$ cat src/rtl/heat_pkg.sv
// Shared types and nominal values for the dual heater controller.
// Assumes: nothing beyond IEEE 1800-2017 packages.
package heat_pkg;

    // What a running cycle is doing.
    typedef enum logic [1:0] {
        PLAN_IDLE = 2'd0,   // no heating needed, long wait
        PLAN_HUM  = 2'd1,   // humidity heater cycle
        PLAN_AIR  = 2'd2,   // air heater cycle
        PLAN_ERR  = 2'd3    // bad reading, short wait
    } plan_e;

    // Sequencer state.
    typedef enum logic {
        ST_READY = 1'b0,
        ST_RUN   = 1'b1
    } state_e;

    // Nominal operating values for the inputs.
    localparam int NOM_HUM_GOAL  = 80;
    localparam int NOM_TEMP_GOAL = 30;
    localparam int NOM_RATE      = 128;

endpackage

$ cat src/rtl/sec_timebase.sv
// Seconds timebase: a divider that pulses sec_tick once every
// TICKS_PER_SEC clocks. A restart pulse realigns the count so the next
// tick lands exactly one full second after the restart edge.
// Assumes: TICKS_PER_SEC >= 2.
module sec_timebase #(
    parameter int TICKS_PER_SEC = 8_000_000
) (
    input  logic clk,
    input  logic rst_n,
    input  logic restart,
    output logic sec_tick
);

    localparam int TW = (TICKS_PER_SEC > 1) ? $clog2(TICKS_PER_SEC) : 1;
    localparam logic [TW-1:0] LAST = TW'(TICKS_PER_SEC - 1);

    logic [TW-1:0] cnt_q;

    assign sec_tick = (cnt_q == LAST);

    // Count clocks within the current second; restart or wrap to zero.
    always_ff @(posedge clk) begin
        if (!rst_n) begin
            cnt_q <= '0;
        end else if (restart || sec_tick) begin
            cnt_q <= '0;
        end else begin
            cnt_q <= cnt_q + 1'b1;
        end
    end

    // the count never passes the last tick value of a second.
    a_r5_divider_in_range: assert property (@(posedge clk) disable iff (!rst_n)
        cnt_q <= LAST);

    // after a restart, no tick in the very next cycle.
    a_r5_restart_clears: assert property (@(posedge clk) disable iff (!rst_n)
        restart |=> !sec_tick);

endmodule

$ cat src/rtl/chan_select.sv
// Decision logic: from one reading, pick the plan for the next cycle
// and work out its on-time and total length in seconds.
// Priority: error, then humidity below goal, then temperature below
// goal, else idle. Compares are signed. On-time saturates at the
// cycle length. Assumes: all lengths >= 1 and fit in SEC_W bits.
module chan_select
    import heat_pkg::*;
#(
    parameter int LEN_HUM   = 16,
    parameter int LEN_AIR   = 32,
    parameter int SHIFT_HUM = 4,
    parameter int SHIFT_AIR = 2,
    parameter int IDLE_SEC  = 5,
    parameter int ERR_SEC   = 1,
    parameter int SEC_W     = 6
) (
    input  logic              err,
    input  logic signed [7:0] hum,
    input  logic signed [7:0] temp,
    input  logic signed [7:0] hum_goal,
    input  logic signed [7:0] temp_goal,
    input  logic        [7:0] rate,
    output plan_e             plan,
    output logic [SEC_W-1:0]  on_sec,
    output logic [SEC_W-1:0]  len_sec
);

    logic [7:0]       raw_hum, raw_air;
    logic [SEC_W-1:0] on_hum, on_air;
    logic             hum_low, temp_low;

    // Scale the rate into each channel's seconds of on-time.
    always_comb begin
        raw_hum = rate >> SHIFT_HUM;
        raw_air = rate >> SHIFT_AIR;
        on_hum  = (32'(raw_hum) >= LEN_HUM) ? SEC_W'(LEN_HUM) : SEC_W'(raw_hum);
        on_air  = (32'(raw_air) >= LEN_AIR) ? SEC_W'(LEN_AIR) : SEC_W'(raw_air);
    end

    // Signed comparisons against the targets.
    always_comb begin
        hum_low  = (hum  < hum_goal);
        temp_low = (temp < temp_goal);
    end

    // Priority choice of plan, on-time and length.
    always_comb begin
        if (err) begin
            plan    = PLAN_ERR;
            on_sec  = '0;
            len_sec = SEC_W'(ERR_SEC);
        end else if (hum_low) begin
            plan    = PLAN_HUM;
            on_sec  = on_hum;
            len_sec = SEC_W'(LEN_HUM);
        end else if (temp_low) begin
            plan    = PLAN_AIR;
            on_sec  = on_air;
            len_sec = SEC_W'(LEN_AIR);
        end else begin
            plan    = PLAN_IDLE;
            on_sec  = '0;
            len_sec = SEC_W'(IDLE_SEC);
        end
    end

    // the chosen on-time never exceeds the chosen length.
    a_r6_on_within_len: assert final (on_sec <= len_sec);

endmodule

$ cat src/rtl/duty_sequencer.sv
// Cycle sequencer: accepts a reading while ready, latches the plan,
// on-time and length, then counts whole seconds. Each heater is high
// for the first on_q seconds of its own plan. Returns to ready after
// len_q seconds. Assumes: sec_tick comes from a timebase restarted by
// the 'restart' output.
module duty_sequencer
    import heat_pkg::*;
#(
    parameter int SEC_W = 6
) (
    input  logic             clk,
    input  logic             rst_n,
    input  logic             rd_valid,
    input  logic             sec_tick,
    input  plan_e            plan_in,
    input  logic [SEC_W-1:0] on_in,
    input  logic [SEC_W-1:0] len_in,
    output logic             restart,
    output logic             busy,
    output logic             heat_hum,
    output logic             heat_air
);

    state_e           state_q;
    plan_e            plan_q;
    logic [SEC_W-1:0] on_q, len_q, sec_q;
    logic             accept, heat_phase;

    assign accept  = (state_q == ST_READY) && rd_valid;
    assign restart = accept;
    assign busy    = (state_q == ST_RUN);

    // Heater phase: running and still inside the on-seconds.
    always_comb begin
        heat_phase = busy && (sec_q < on_q);
        heat_hum   = heat_phase && (plan_q == PLAN_HUM);
        heat_air   = heat_phase && (plan_q == PLAN_AIR);
    end

    // State, latched decision and seconds counter.
    always_ff @(posedge clk) begin
        if (!rst_n) begin
            state_q <= ST_READY;
            plan_q  <= PLAN_IDLE;
            on_q    <= '0;
            len_q   <= '0;
            sec_q   <= '0;
        end else if (accept) begin
            state_q <= ST_RUN;
            plan_q  <= plan_in;
            on_q    <= on_in;
            len_q   <= len_in;
            sec_q   <= '0;
        end else if (busy && sec_tick) begin
            if (sec_q == len_q - 1'b1) begin
                state_q <= ST_READY;
                sec_q   <= '0;
            end else begin
                sec_q   <= sec_q + 1'b1;
            end
        end
    end

    // an accepted strobe makes busy high next cycle.
    a_r10_accept_busy: assert property (@(posedge clk) disable iff (!rst_n)
        accept |=> busy);

    // the latched decision holds for the whole running cycle.
    a_r9_plan_held: assert property (@(posedge clk) disable iff (!rst_n)
        (busy && $past(busy)) |-> ($stable(plan_q) && $stable(on_q) && $stable(len_q)));

    // a heater only switches on at the start of a cycle.
    a_r5_rise_at_start: assert property (@(posedge clk) disable iff (!rst_n)
        ($rose(heat_hum) || $rose(heat_air)) |-> !$past(busy));

    // an accepted error reading leaves both heaters off.
    a_r7_error_quiet: assert property (@(posedge clk) disable iff (!rst_n)
        (accept && plan_in == PLAN_ERR) |=> (!heat_hum && !heat_air));

    // the seconds counter stays below the latched length.
    a_r9_sec_in_range: assert property (@(posedge clk) disable iff (!rst_n)
        busy |-> (sec_q < len_q));

endmodule

$ cat src/rtl/heat_duty_ctrl.sv
// Top of the dual heater controller. It wires the decision logic, the
// seconds timebase and the cycle sequencer together. One reading gives
// one humidity cycle, one air cycle, an idle wait or an error wait.
// Assumes: rd_valid is sampled only while busy is low.
module heat_duty_ctrl
    import heat_pkg::*;
#(
    parameter int TICKS_PER_SEC = 8_000_000,
    parameter int LEN_HUM       = 16,
    parameter int LEN_AIR       = 32,
    parameter int SHIFT_HUM     = 4,
    parameter int SHIFT_AIR     = 2,
    parameter int IDLE_SEC      = 5,
    parameter int ERR_SEC       = 1
) (
    input  logic              clk,
    input  logic              rst_n,
    input  logic              rd_valid,
    input  logic              rd_error,
    input  logic signed [7:0] rd_hum,
    input  logic signed [7:0] rd_temp,
    input  logic signed [7:0] hum_goal,
    input  logic signed [7:0] temp_goal,
    input  logic        [7:0] rate,
    output logic              heat_hum,
    output logic              heat_air,
    output logic              busy
);

    localparam int MAX_A = (LEN_HUM > LEN_AIR) ? LEN_HUM : LEN_AIR;
    localparam int MAX_B = (IDLE_SEC > ERR_SEC) ? IDLE_SEC : ERR_SEC;
    localparam int MAX_S = (MAX_A > MAX_B) ? MAX_A : MAX_B;
    localparam int SEC_W = $clog2(MAX_S + 1);

    plan_e            plan_w;
    logic [SEC_W-1:0] on_w, len_w;
    logic             restart_w, tick_w;

    chan_select #(
        .LEN_HUM   (LEN_HUM),
        .LEN_AIR   (LEN_AIR),
        .SHIFT_HUM (SHIFT_HUM),
        .SHIFT_AIR (SHIFT_AIR),
        .IDLE_SEC  (IDLE_SEC),
        .ERR_SEC   (ERR_SEC),
        .SEC_W     (SEC_W)
    ) u_select (
        .err       (rd_error),
        .hum       (rd_hum),
        .temp      (rd_temp),
        .hum_goal  (hum_goal),
        .temp_goal (temp_goal),
        .rate      (rate),
        .plan      (plan_w),
        .on_sec    (on_w),
        .len_sec   (len_w)
    );

    sec_timebase #(
        .TICKS_PER_SEC (TICKS_PER_SEC)
    ) u_timebase (
        .clk      (clk),
        .rst_n    (rst_n),
        .restart  (restart_w),
        .sec_tick (tick_w)
    );

    duty_sequencer #(
        .SEC_W (SEC_W)
    ) u_seq (
        .clk      (clk),
        .rst_n    (rst_n),
        .rd_valid (rd_valid),
        .sec_tick (tick_w),
        .plan_in  (plan_w),
        .on_in    (on_w),
        .len_in   (len_w),
        .restart  (restart_w),
        .busy     (busy),
        .heat_hum (heat_hum),
        .heat_air (heat_air)
    );

    // the two heater enables are never high together.
    a_r8_one_heater: assert property (@(posedge clk) disable iff (!rst_n)
        $onehot0({heat_hum, heat_air}));

    // no heating while the block is ready for a reading.
    a_r10_ready_quiet: assert property (@(posedge clk) disable iff (!rst_n)
        !busy |-> (!heat_hum && !heat_air));

    // one cycle after reset, everything is off.
    a_r1_reset_off: assert property (@(posedge clk)
        !$past(rst_n) |-> (!busy && !heat_hum && !heat_air));

endmodule

$ cat config.mk
export PLATFORM = sky130hd
export DESIGN_NAME = heat_duty_ctrl
export DESIGN_NICKNAME = d
export VERILOG_FILES = /design/src/rtl/heat_pkg.sv /design/src/rtl/sec_timebase.sv /design/src/rtl/chan_select.sv /design/src/rtl/duty_sequencer.sv /design/src/rtl/heat_duty_ctrl.sv
export SDC_FILE = /design/constraint.sdc
export NUM_CORES = 1
export LEC_CHECK = 0
export BUFFER_PORTS_ARGS = -buffer_cell sky130_fd_sc_hd__buf_2
export CAP_MARGIN = 20
export CORE_MARGIN = 8
export CORE_UTILIZATION = 55
export DETAILED_ROUTE_END_ITERATION = 12
export HOLD_SLACK_MARGIN = 0.05
export PLACE_DENSITY = 0.78
export SYNTH_ARGS = -nofsm -noshare
export SYNTH_HDL_FRONTEND = slang
export SYNTH_HIERARCHICAL = 1
export SYNTH_SLANG_ARGS = --single-unit
$ cat constraint.sdc
create_clock -name clk -period 6.22 [get_ports clk]
set_input_delay 0.933 -clock clk [delete_from_list [all_inputs] [get_ports clk]]
set_output_delay 0.933 -clock clk [all_outputs]
set_load 0.005 [all_outputs]
==> run_results.csv, run 1 <==
group,metric,value,unit
power,combinationalPowerShare,0.165,
die,die_y,88.0,um
power,ir_drop,0.144,mV
global_route,use_met2,0.290,
logic_synthesis,netlist_instances,334,
global_route,grt_pass1_vias,2296,
global_route,grt_overflow,0,
cts,path_clk_slew,0.08,ns
die,fp.coreArea,5040,sq um
global_route,grt_pass1_wl,9750,um
timing,slew_headroom,0.425,
logic_synthesis,yosys.area_share.adder,0.0964,
setup_path,r2r_slack,3.53,ns
cts,cts_setup_buffers,0,
logic_synthesis,synth_seq_cells,44,
timing,worstMarginPinSlew,0.860,ns
global_route,antenna_found_initial,0,
timing,fin_skew,0.00437,ns
drt,drt-wirelength-per-cell,12.6,um
power,p_seq_frac,0.514,
cts,cts.repair.resized,0,
placement,dp_hpwl,4300,um
global_route,grt_max_degree,22,
setup_path,r2r-start,"u_timebase/cnt_q[14]",
logic_synthesis,seq_area_frac_synth,0.309,
placement,port_buffers,44,
global_route,grt_util_met3,0.0310,
power,switching_share,0.259,
setup_path,end_kind,"flop",
power,p_leak,1.27,nW
setup_path,crit_path_max_fanout,7,
logic_synthesis,synth_xor_area_frac,0.0829,
logic_synthesis,synth_top_family_by_area,"simple AND/OR/NAND/NOR gates",
global_route,grt_use_total,0.154,
cts,clockBufferDepth,2,
drt,drc,0,
die,pin_count,47,
drt,num_vias,2384,
logic_synthesis,yosysTopAreaCell,"dfxtp_1",
global_route,met1_usage,0.169,
power,intPower,0.421,mW
die,die_width,88.0,um
cts,root_buffer,"clkbuf_8",
power,cellPowerDensity,178,nW/um^2
timing,rsz0062_at_grt,"false",
logic_synthesis,synth_area_leaders,"dfxtp_1 (31%), ha_1 (9.6%), nand2_1 (5.4%), xnor2_1 (4.9%), a21boi_0 (3.7%)",
cts,clkLatencyLatePin,0.29,ns
logic_synthesis,synth_edf_count,0,
die,fp.dieArea,7750,sq um
timing,finalCritPeriodShare,0.433,
drt,final_antenna_net_count,0,
logic_synthesis,yosys.area_share.simple,0.256,
logic_synthesis,syn_avg_cell_area,8.54,sq um
power,p_switching,0.147,mW
timing,max_clock_freq,372,MHz
setup_path,critical_path_class,"reg -> reg",
logic_synthesis,synthMuxAreaShare,0.00351,
setup_path,crit_start,"u_timebase/cnt_q[14]",
logic_synthesis,ys_warn_count,6,
logic_synthesis,synthFlopType,"dfxtp_1",
global_route,grt.busiest_layer,"met2",
power,power_frac_clock,0.321,
timing,tns,0,ns
timing,finalMaxSlewViolations,0,
placement,dp_cells,437,
die,rows,26,
run_status,status,"finished clean",
logic_synthesis,synth_compound_area_frac,0.189,
setup_path,crit_arrival,2.85,ns
final_layout,nNetsFinal,440,
cts,cts_max_level,2,
setup_path,cp.required,6.38,ns
cts,cts_made_buffers,5,
timing,post-route-min-period,2.69,ns
logic_synthesis,async_reset_ff_frac,0,
drt,drt_iter0_drc,64,
final_layout,fin_cells,445,
timing,setup-violations-final,0,
logic_synthesis,synth_top_area_frac,0.309,
job,maxCapViolCount,0,
final_layout,antenna_cells,0,
worst_hold_path,hold_class,"reg -> reg",
placement,place_congestion,0.795,
drt,routed_wl,5600,um
setup_path,critPathLaunchType,"flop",
drt,vias_per_cell,5.36,
timing,hold_violations,0,
logic_synthesis,yosysUniqueCellTypes,53,
setup_path,crit_path_end,"u_seq/sec_q[4]",
drt,firstDrtPassIters,4,
logic_synthesis,synthesis.area,2850,sq um
setup_path,timing.rr.end,"u_seq/sec_q[4]",
final_layout,final_area,3190,sq um
final_layout,synthToLayoutAreaGrowth,11.8,%
placement,placed_cell_area,3100,sq um
power,p_total,0.569,mW
cts,tritoncts,"built",
die,start_util,0.566,
final_layout,final_layout_size_suffix_gt1_frac,0.192,
cts,hold_buffers,0,
cts,cts_sinks,44,
setup_path,rr_worst_depth,6,
==> synthesized netlist by cell type, types with 3 or more instances <==
cell type   n
dfxtp_1    44
nand2_1    41
inv_1      28
nor2_1     24
ha_1       22
xnor2_1    16
a21boi_0   14
a21oi_1    12
nand3_1    12
xor2_1     11
nand4_1     7
nor3_1      7
a211oi_1    6
a21o_1      6
nand3b_1    6
buf_4       5
clkbuf_1    5
nand2b_1    5
o21ai_0     5
or3_1       5
and3_1      4
o31ai_1     4
o32ai_1     4
or4_1       4
a2111oi_4   3
==> state kept, by name, summed over array words and instances, names as in the netlist <==
register          flops
u_seq/on_q            6
u_seq/len_q           6
u_seq/busy            1
u_seq/sec_q           6
u_timebase/cnt_q     23
u_seq/plan_q          2
==> stage by stage <==
| stage | hold WS (ns) | setup WS [ns] | utilization |
|---|---|---|---|
| global route | 0.483 | 3.32 | 0.633 |
| global placement | 0.440 | 3.21 | 0.615 |
| finish | 0.466 | 3.53 | 0.633 |
| floorplan | 0.426 | 3.72 | - |
| CTS | 0.467 | 3.51 | 0.633 |
| detailed placement | 0.450 | 3.20 | 0.615 |
==> worst min-delay path by stage <==
| stage | slack (ns) | start | depth (start not counted) | to |
|---|---|---|---|---|
| 2_1_floorplan | 0.43 | u_timebase/cnt_q[0] | 1 | u_timebase/cnt_q[0] |
| 3_3_place_gp | 0.44 | u_timebase/cnt_q[0] | 1 | u_timebase/cnt_q[0] |
| 3_5_place_dp | 0.45 | u_timebase/cnt_q[0] | 1 | u_timebase/cnt_q[0] |
| 4_1_cts | 0.47 | u_seq/on_q[2] | 2 | u_seq/on_q[2] |
| 5_1_grt | 0.48 | u_timebase/cnt_q[0] | 1 | u_timebase/cnt_q[0] |
| 6_report | 0.47 | u_seq/on_q[2] | 2 | u_seq/on_q[2] |
==> worst max-delay path, stage by stage (launching register included) <==
cell	delay (ns)
dfxtp_1	0.37
or4_1	0.52
or3_1	0.37
nor3_1	0.41
nand3_1	0.20
a2111oi_4	0.54
a211oi_1	0.15
==> area by class of cell <==
class / count / area, sq um
Tap cell: 70 / 87.6
Inverter: 30 / 113
Clock buffer: 8 / 90.1
Sequential cell: 44 / 881
Timing Repair Buffer: 44 / 220
Fill cell: 447 / 1850
Multi-Input combinational cell: 249 / 1800
==> per-layer routing <==
metal  vias up  part of all wire
li1       1255                 -
met1      1099              0.45
met2        25              0.52
met3         5             0.032
met4         0            0.0071
met5         -                 0
==> cell families after synthesis <==
group                    count (synthesis)
adder cells (fa/ha/maj)                 22
buffers and inverters                   42
AND/OR/NAND/NOR                        134
other                                    1
flip-flops                              44
AO/OA/AOI/OAI                           63
multiplexers                             1
XOR/XNOR                                27
==> cell usage in the layout, fill, tap and decap left out, types with 2 or more instances in the layout <==
cell / n
o21ai_0: 5
o31ai_1: 4
nand3_1: 12
nor2_1: 24
a21oi_1: 12
buf_2: 44
ha_1: 22
nand2b_1: 5
nor3b_1: 2
nand4_1: 7
dfxtp_1: 44
nand2_1: 41
nand3b_1: 6
conb_1: 2
inv_1: 28
xnor2_1: 16
xor2_1: 11
nor3_1: 7
a21o_1: 6
and3_1: 4
or4_4: 2
a2111oi_4: 3
or3_1: 5
clkbuf_1: 2
o32ai_2: 2
clkbuf_8: 6
or2_2: 2
a211oi_1: 6
and4_2: 2
or4_1: 4
o32ai_1: 4
a21boi_0: 14
nand2b_4: 2
==> power by group through the flow <==
stage / Combinational (mW) / Clock (mW) / Sequential (mW)
2_1_floorplan: 0.0724 / 0 / 0.298
3_3_place_gp: 0.0920 / 0 / 0.299
3_5_place_dp: 0.0945 / 0 / 0.299
4_1_cts: 0.0948 / 0.189 / 0.292
5_1_grt: 0.106 / 0.201 / 0.293
6_report: 0.0938 / 0.182 / 0.292
(Power assumes the default switching activity.)
==> run 2: changes to the inputs <==
Settings changed: ABC_AREA set to 1.
Clock period 6.22 ns to 2.5 ns, I/O delays scaled along.
==> run_results.csv, run 2 <==
group,metric,value,unit
logic_synthesis,synth_seq_cells,44,
timing,hold_violations,0,
final_layout,synthToLayoutAreaGrowth,12.7,%
timing,tns,0,ns
logic_synthesis,synth_xor_area_frac,0.0494,
setup_path,critical_path_class,"reg -> out",
setup_path,crit_chain,"ha_1 > a21oi_1 > o21a_1 > nand3_1 > nor2_1 > buf_2",
drt,num_vias,2852,
placement,port_buffers,44,
die,fp.dieArea,8110,sq um
global_route,grt_overflow,0,
run_status,status,"finished clean",
timing,finalMaxSlewViolations,0,
logic_synthesis,synthMuxAreaShare,0,
final_layout,top_register,"u_timebase/cnt_q",
final_layout,nNetsFinal,570,
setup_path,crit_arrival,1.68,ns
setup_path,slowest_stage,"dfxtp_1",
placement,dp_hpwl,5070,um
timing,fin_skew,0.00518,ns
logic_synthesis,synthesis.area,3020,sq um
timing,post-route-min-period,2.06,ns
power,cellPowerDensity,471,nW/um^2
job,maxCapViolCount,0,
cts,cts_made_buffers,5,
logic_synthesis,yosysTopAreaCell,"dfxtp_1",
setup_path,cp.required,2.12,ns
placement,pre_cts_ws,0.495,ns
logic_synthesis,yosysUniqueCellTypes,36,
die,fp.coreArea,5410,sq um
global_route,grt_max_degree,27,
logic_synthesis,synth_compound_area_frac,0.0913,
cts,clkLatencyLatePin,0.30,ns
logic_synthesis,syn_avg_cell_area,6.57,sq um
logic_synthesis,netlist_instances,459,
logic_synthesis,seq_area_frac_synth,0.292,
timing,finalCritPeriodShare,0.823,
logic_synthesis,synthFlopType,"dfxtp_1",
timing,setup_ws,0.442,ns
cts,hold_buffers,0,
logic_synthesis,synth_top_family_by_area,"simple AND/OR/NAND/NOR gates",
die,die_width,90.0,um
power,ir_drop,0.322,mV
global_route,grt_pass1_vias,2819,
timing,max_clock_freq,486,MHz
drt,routed_wl,6500,um
global_route,grt_pass1_wl,11400,um
final_layout,antenna_cells,0,
setup_path,end_kind,"output port",
global_route,antenna_found_initial,0,
final_layout,final_layout_size_suffix_gt1_frac,0.178,
logic_synthesis,synth_top_area_frac,0.292,
logic_synthesis,synth_common_cells,"nand2_1 (114), inv_1 (76), nor2_1 (62)",
drt,final_antenna_net_count,0,
drt,drc,0,
cts,tritoncts,"built",
worst_hold_path,hold_class,"in -> reg",
drt,firstDrtPassIters,4,
cts,cts_max_level,2,
final_layout,final_common_cell,"nand2_1",
logic_synthesis,yosysMostFrequentCell,"nand2_1",
die,pin_count,47,
logic_synthesis,ys_warn_count,6,
drt,vias_per_cell,4.94,
cts,clockBufferDepth,2,
logic_synthesis,yosys.area_share.simple,0.357,
setup_path,critPathLaunchType,"flop",
die,start_util,0.558,
logic_synthesis,yosys.area_share.adder,0.0913,
final_layout,largest_reg_flops,23,
final_layout,layout_common_cells,"nand2_1 (114), inv_1 (76), nor2_1 (62)",
cts,cts_sinks,44,
final_layout,fill_cells,532,
cts,root_buffer,"clkbuf_8",
setup_path,crit_path_max_fanout,6,
drt,drt_iter0_drc,73,
cts,cts_setup_buffers,0,
logic_synthesis,synth_area_leaders,"dfxtp_1 (29%), nand2_1 (14%), inv_1 (9.5%), ha_1 (9.1%), nor2_1 (7.7%)",
timing,rsz0062_at_grt,"false",
drt,drt-wirelength-per-cell,11.3,um
logic_synthesis,async_reset_ff_frac,0,
global_route,grt_use_total,0.165,
die,die_y,90.0,um
cts,cts.repair.resized,0,
cts,path_clk_slew,0.09,ns
setup_path,cpPeakStageDelay,0.45,ns
timing,setup-violations-final,0,
placement,place_congestion,0.830,
logic_synthesis,synth_edf_count,0,
die,rows,27,
power,p_leak,1.61,nW
[run 2: logic make-up (layout without fill, tap and decap cells)]
family,after synthesis,after routing
other cells,1,2
flops,44,44
simple gates,236,236
xor+xnor,17,17
fa+ha+maj,22,22
compound gates,51,51
buf+inv,88,133
[run 2: metal layers]
layer  global-route usage  vias to the layer above  wire (um)
met2                0.307                       46       3340
met4               0.0693                        0        134
met5                    0                        -          0
met3               0.0382                       15        220
li1                     -                     1497          -
met1                0.171                     1294       2810
[run 2: critical path: cells and delay by family (launching register included)]
kind / cells / cell delay, ns
flip-flops: 1 / 0.45
buffers and inverters: 1 / 0.12
AND/OR/NAND/NOR: 2 / 0.24
AO/OA/AOI/OAI: 2 / 0.29
adder cells (fa/ha/maj): 1 / 0.29
[run 2: path summary, 6_finish.rpt]
| check | start | end | slack (ns) | cells after the start |
|---|---|---|---|---|
| setup reg to reg | u_timebase/cnt_q[0] | u_seq/sec_q[4] | 0.46 | 14 |
| hold / removal | rd_valid | u_seq/busy | 0.40 | 5 |
| setup / recovery | u_seq/sec_q[3] | heat_air | 0.44 | 6 |
| hold reg to reg | u_seq/on_q[2] | u_seq/on_q[2] | 0.46 | 2 |
[run 2: area by class of cell]
| class | count | area (sq um) | area share |
|---|---|---|---|
| tap | 72 | 90.1 | 0.0265 |
| sequential | 44 | 881 | 0.259 |
| clock inverter | 2 | 38.8 | 0.0114 |
| timing repair buffer | 44 | 220 | 0.0648 |
| multi-input combinational | 328 | 1780 | 0.524 |
| inverter | 81 | 304 | 0.0894 |
| clock buffer | 6 | 82.6 | 0.0243 |
[run 2: power by group]
group | internal (mW) | total (mW) | switching [mW]
logic | 0.110 | 0.280 | 0.170
registers | 0.722 | 0.736 | 0.0137
clock network | 0.327 | 0.584 | 0.257
total | 1.16 | 1.60 | 0.441
[run 2: through the flow]
stage | hold slack [ns] | power, mW | area [sq um] | util | cells
after CTS | 0.393 | 1.61 | 3400 | 0.629 | 577
after floorplan | 0.425 | 0.958 | 3020 | - | 460
after detailed placement | 0.453 | 1.03 | 3280 | 0.606 | 569
after global routing | 0.438 | 1.69 | 3400 | 0.629 | 577
after global placement | 0.440 | 1.02 | 3280 | 0.606 | 569
final | 0.404 | 1.60 | 3400 | 0.629 | 577
